$ cat src/rtl/col_activity_det.sv
module col_activity_det #(
  parameter int SYNC_STAGES = 2,
  parameter int MIN_PULSE   = 3,
  parameter int HOLD        = 24
) (
  input  logic clk,
  input  logic rst_n,
  input  logic col_in,
  output logic col_flag
);
  localparam int RUN_W  = $clog2(MIN_PULSE + 1);
  localparam int HOLD_W = $clog2(HOLD + 1);

  logic [SYNC_STAGES-1:0] sync_q;
  logic                   sampled;
  logic [RUN_W-1:0]       run_q;
  logic                   flt_q;
  logic [HOLD_W-1:0]      hold_q;
  logic                   differs;
  logic                   qual_edge;
  logic                   armed;

  generate
    if (SYNC_STAGES == 1) begin : g_sync1
      always_ff @(posedge clk or negedge rst_n)
        if (!rst_n) sync_q <= '0;
        else        sync_q <= col_in;
    end else begin : g_syncn
      always_ff @(posedge clk or negedge rst_n)
        if (!rst_n) sync_q <= '0;
        else        sync_q <= {sync_q[SYNC_STAGES-2:0], col_in};
    end
  endgenerate

  assign sampled   = sync_q[SYNC_STAGES-1];
  assign differs   = sampled != flt_q;
  assign qual_edge = differs && (run_q == RUN_W'(MIN_PULSE - 1));
  assign armed     = hold_q != '0;

  always_ff @(posedge clk or negedge rst_n) begin
    if (!rst_n) begin
      run_q <= '0;
      flt_q <= 1'b0;
    end else if (qual_edge) begin
      run_q <= '0;
      flt_q <= sampled;
    end else if (differs) begin
      run_q <= run_q + 1'b1;
    end else begin
      run_q <= '0;
    end
  end

  always_ff @(posedge clk or negedge rst_n) begin
    if (!rst_n) begin
      hold_q   <= '0;
      col_flag <= 1'b0;
    end else if (qual_edge) begin
      hold_q <= HOLD_W'(HOLD);
      if (armed) col_flag <= 1'b1;
    end else if (armed) begin
      hold_q <= hold_q - 1'b1;
      if (hold_q == HOLD_W'(1)) col_flag <= 1'b0;
    end
  end
endmodule

$ cat config.mk
export PLATFORM = sky130hd
export DESIGN_NAME = col_activity_det
export DESIGN_NICKNAME = d
export VERILOG_FILES = /design/src/rtl/col_activity_det.sv
export SDC_FILE = /design/constraint.sdc
export NUM_CORES = 1
export LEC_CHECK = 0
export CORE_AREA = 10 10 47 49
export DETAILED_ROUTE_END_ITERATION = 8
export DIE_AREA = 0 0 57 59
export PLACE_DENSITY = 0.6
export SYNTH_ARGS = -nofsm -noshare
export SYNTH_HDL_FRONTEND = slang
export SYNTH_SLANG_ARGS = --single-unit
$ cat constraint.sdc
create_clock -name clk -period 1.7 [get_ports clk]
set_input_delay 0.51 -clock clk [delete_from_list [all_inputs] [get_ports clk]]
set_output_delay 0.51 -clock clk [all_outputs]
set_load 0.01 [all_outputs]
==> flow_summary.toml, run 1 <==
[outcome]
status = "complete, no violations"

[global_routing]
grt_pass1_wl_microns = 1324
grt_pass1_vias = 298
grt_use_total_pct = 5.398
grt_antenna_before_repair = 0
grt_max_degree = 12
grt_overflow = 0

[timing]
fin_setup_tns_ns = 0
worst_slew_pin_slew_ns = 0.4702
finalSetupViolations = 0
finalHoldViolCount = 0
rsz0062_at_grt = "false"
fin_skew_ns = 0.0007455
min_period_over_period_pct = 91.95
whs_ns = 0.3497
max_freq_mhz = 639.8
fin_ws_ns = 0.1369
slew-limit-headroom_pct = 68.55
timing.final.max_slew_violations = 0
finalWorstPathRequiredPeriod_ns = 1.563

[power]
worst_ir_drop_vdd_uv = 704.2
power_density_nw_per_um2 = 1811
leakage_nw = 0.2709
power_w = 0.001054

[synth]
ys_seq_area_share_pct = 54.73
synth-async-reset-ratio_pct = 100.0
synth.cell_area_sq_um = 503.0
synth_area_per_cell_sq_um = 11.98
ys_seq_elements = 11
synth.distinct_cells = 20
synth_warnings = 0
synth_edf_count = 0
synthFlopType = "dfrtp_1"
netlist_instances = 42
syn_nets = 48

[layout]
fillCellCount = 138
area_growth_pct = 15.67
layout-drive-gt1-share_pct = 18.37
finalNetCount = 56
diodes = 0

[routing]
finalWirelength_microns = 741
first_iter_violations = 6
vias_per_cell = 4.969
dr.pass1.iters = 2
wl_per_cell_microns = 11.40
ant_nets = 0
route.vias.total = 323
drc = 0

[clocking]
htreeDepth = 1
cts_tree = "built"
worstSkewPairLatency_ns = 0.26
post_cts_buffers = 0
cts_root_buffer = "clkbuf_4"
cts_inserted_buffers = 3
hold_buffers = 0
clock_sinks = 11
cts_resized = 0
clockBufferDepth = 2
clk_pin_slew_worst_paths_ns = 0.07

[setup_path]
cpPeakStageDelay_ns = 0.52
startpoint_type = "flip-flop"
crit_required_ns = 1.84
critical_path.cell_chain = "inv_1 > ha_1 > or4b_4 > a31oi_1 > a41oi_1"
crit_slowest_cell = "or4b_4"
cp.arrival_ns = 1.70
cp-end-kind = "flip-flop"
worstSetupPathType = "flip-flop to flip-flop"
worstPathMaxFanout = 4

[floorplanning]
core_area_sq_um = 1401
die_y_microns = 59
dieArea_sq_um = 3363
rows = 14
die_w_microns = 57
ios = 4
start_util_pct = 35.89

[place]
port_buffers = 3
dp_slack_ns = 0.1368
place_hpwl_microns = 577
gp_congestion = 0.6812

[job]
drv_cap = 0

[hold_path]
hold_class = "flip-flop to flip-flop"
==> cell families after synthesis <==
group / Yosys count / synth area share, %
simple gates: 13 / 14.68
flops: 11 / 54.73
compound gates: 6 / 10.70
buf+inv: 4 / 2.984
xor+xnor: 3 / 5.225
fa+ha+maj: 3 / 7.463
mux: 2 / 4.229
==> placed cells by master (no fill, tap or decap), types with 2 or more instances in the layout <==
cell type / count
clkbuf_4: 3
clkdlybuf4s50_1: 2
dfrtp_1: 11
ha_1: 3
inv_1: 4
nand2_1: 2
nor2_1: 3
nor3_1: 4
xnor2_1: 2
==> worst max-delay path, delay by kind of cell (launching register included) <==
| family | cells | cell delay [ns] |
|---|---|---|
| adders and majority gates | 1 | 0.19 |
| buffers and inverters | 1 | 0.07 |
| and+or+nand+nor | 1 | 0.52 |
| DFF | 1 | 0.41 |
| AOI/OAI and AO/OA | 2 | 0.25 |
==> where the power goes <==
group          internal [W]  switching (W)  leakage [nW]  total (W)
sequential         0.000372       0.000101         0.133   0.000473
combinational      0.000220       0.000184         0.123   0.000404
clock             0.0000907      0.0000865        0.0150   0.000177
==> cell type report <==
| cell class | instances | area, sq um | area share, % |
|---|---|---|---|
| flip-flops and latches | 11 | 275.3 | 47.31 |
| multi-input cells | 27 | 212.7 | 36.56 |
| repair buffers | 3 | 32.53 | 5.591 |
| clock buffers | 4 | 26.28 | 4.516 |
| well taps | 16 | 20.02 | 3.441 |
| inverters | 4 | 15.01 | 2.581 |
==> per-stage QoR <==
stage / cell area [sq um] / util [%] / cells
final: 581.8 / 41.52 / 65
after detailed placement: 553.0 / 39.46 / 61
after floorplan: 503.0 / - / 42
after global placement: 553.0 / 39.46 / 61
after CTS: 579.3 / 41.34 / 65
after global routing: 581.8 / 41.52 / 65
==> synthesized netlist by cell type, drive strengths merged, types with 2 or more instances <==
cell type,number,area [sq um]
nor3,4,20.02
nand2,2,7.510
inv,4,15.01
xnor2,2,17.52
nor2,3,11.26
ha,3,37.54
dfrtp,11,275.3
==> registers in the layout (all words and copies together) (netlist names) <==
| register | count |
|---|---|
| hold_q | 5 |
| col_flag | 1 |
| run_q | 2 |
| sync_q | 2 |
| flt_q | 1 |
==> metal layers <==
layer	vias to the layer above	track usage (%)	part of all wire, %	wire length [microns]
li1	163	-	-	-
met2	3	6.202	43	318
met3	2	2.790	4.6	34
met5	-	0	0	0
met4	0	6.040	1.3	10
met1	155	6.424	51	378
==> final timing paths <==
check / startpoint / end / slack, ns / cells past startpoint
hold reg to reg: sync_q[0] / sync_q[1] / 0.35 / 0
min in group asynchronous: rst_n / hold_q[1] / 0.56 / 1
setup / recovery: hold_q[0] / col_flag / 0.14 / 5
hold / removal: sync_q[0] / sync_q[1] / 0.35 / 0
setup reg to reg: hold_q[0] / col_flag / 0.14 / 5
max in group asynchronous: rst_n / run_q[0] / 0.82 / 1
No activity file was read; power rests on OpenSTA's default activity.
==> run 2, diff against run 1 <==
--- a/config.mk
+++ b/config.mk
@@ -5,6 +5,7 @@
 export SDC_FILE = /design/constraint.sdc
 export NUM_CORES = 1
 export LEC_CHECK = 0
+export CAP_MARGIN = 5
 export CORE_AREA = 10 10 47 49
 export DETAILED_ROUTE_END_ITERATION = 8
 export DIE_AREA = 0 0 57 59
==> results of run 2 <==
Final layout, timing and power as in run 1 (identical DEF).
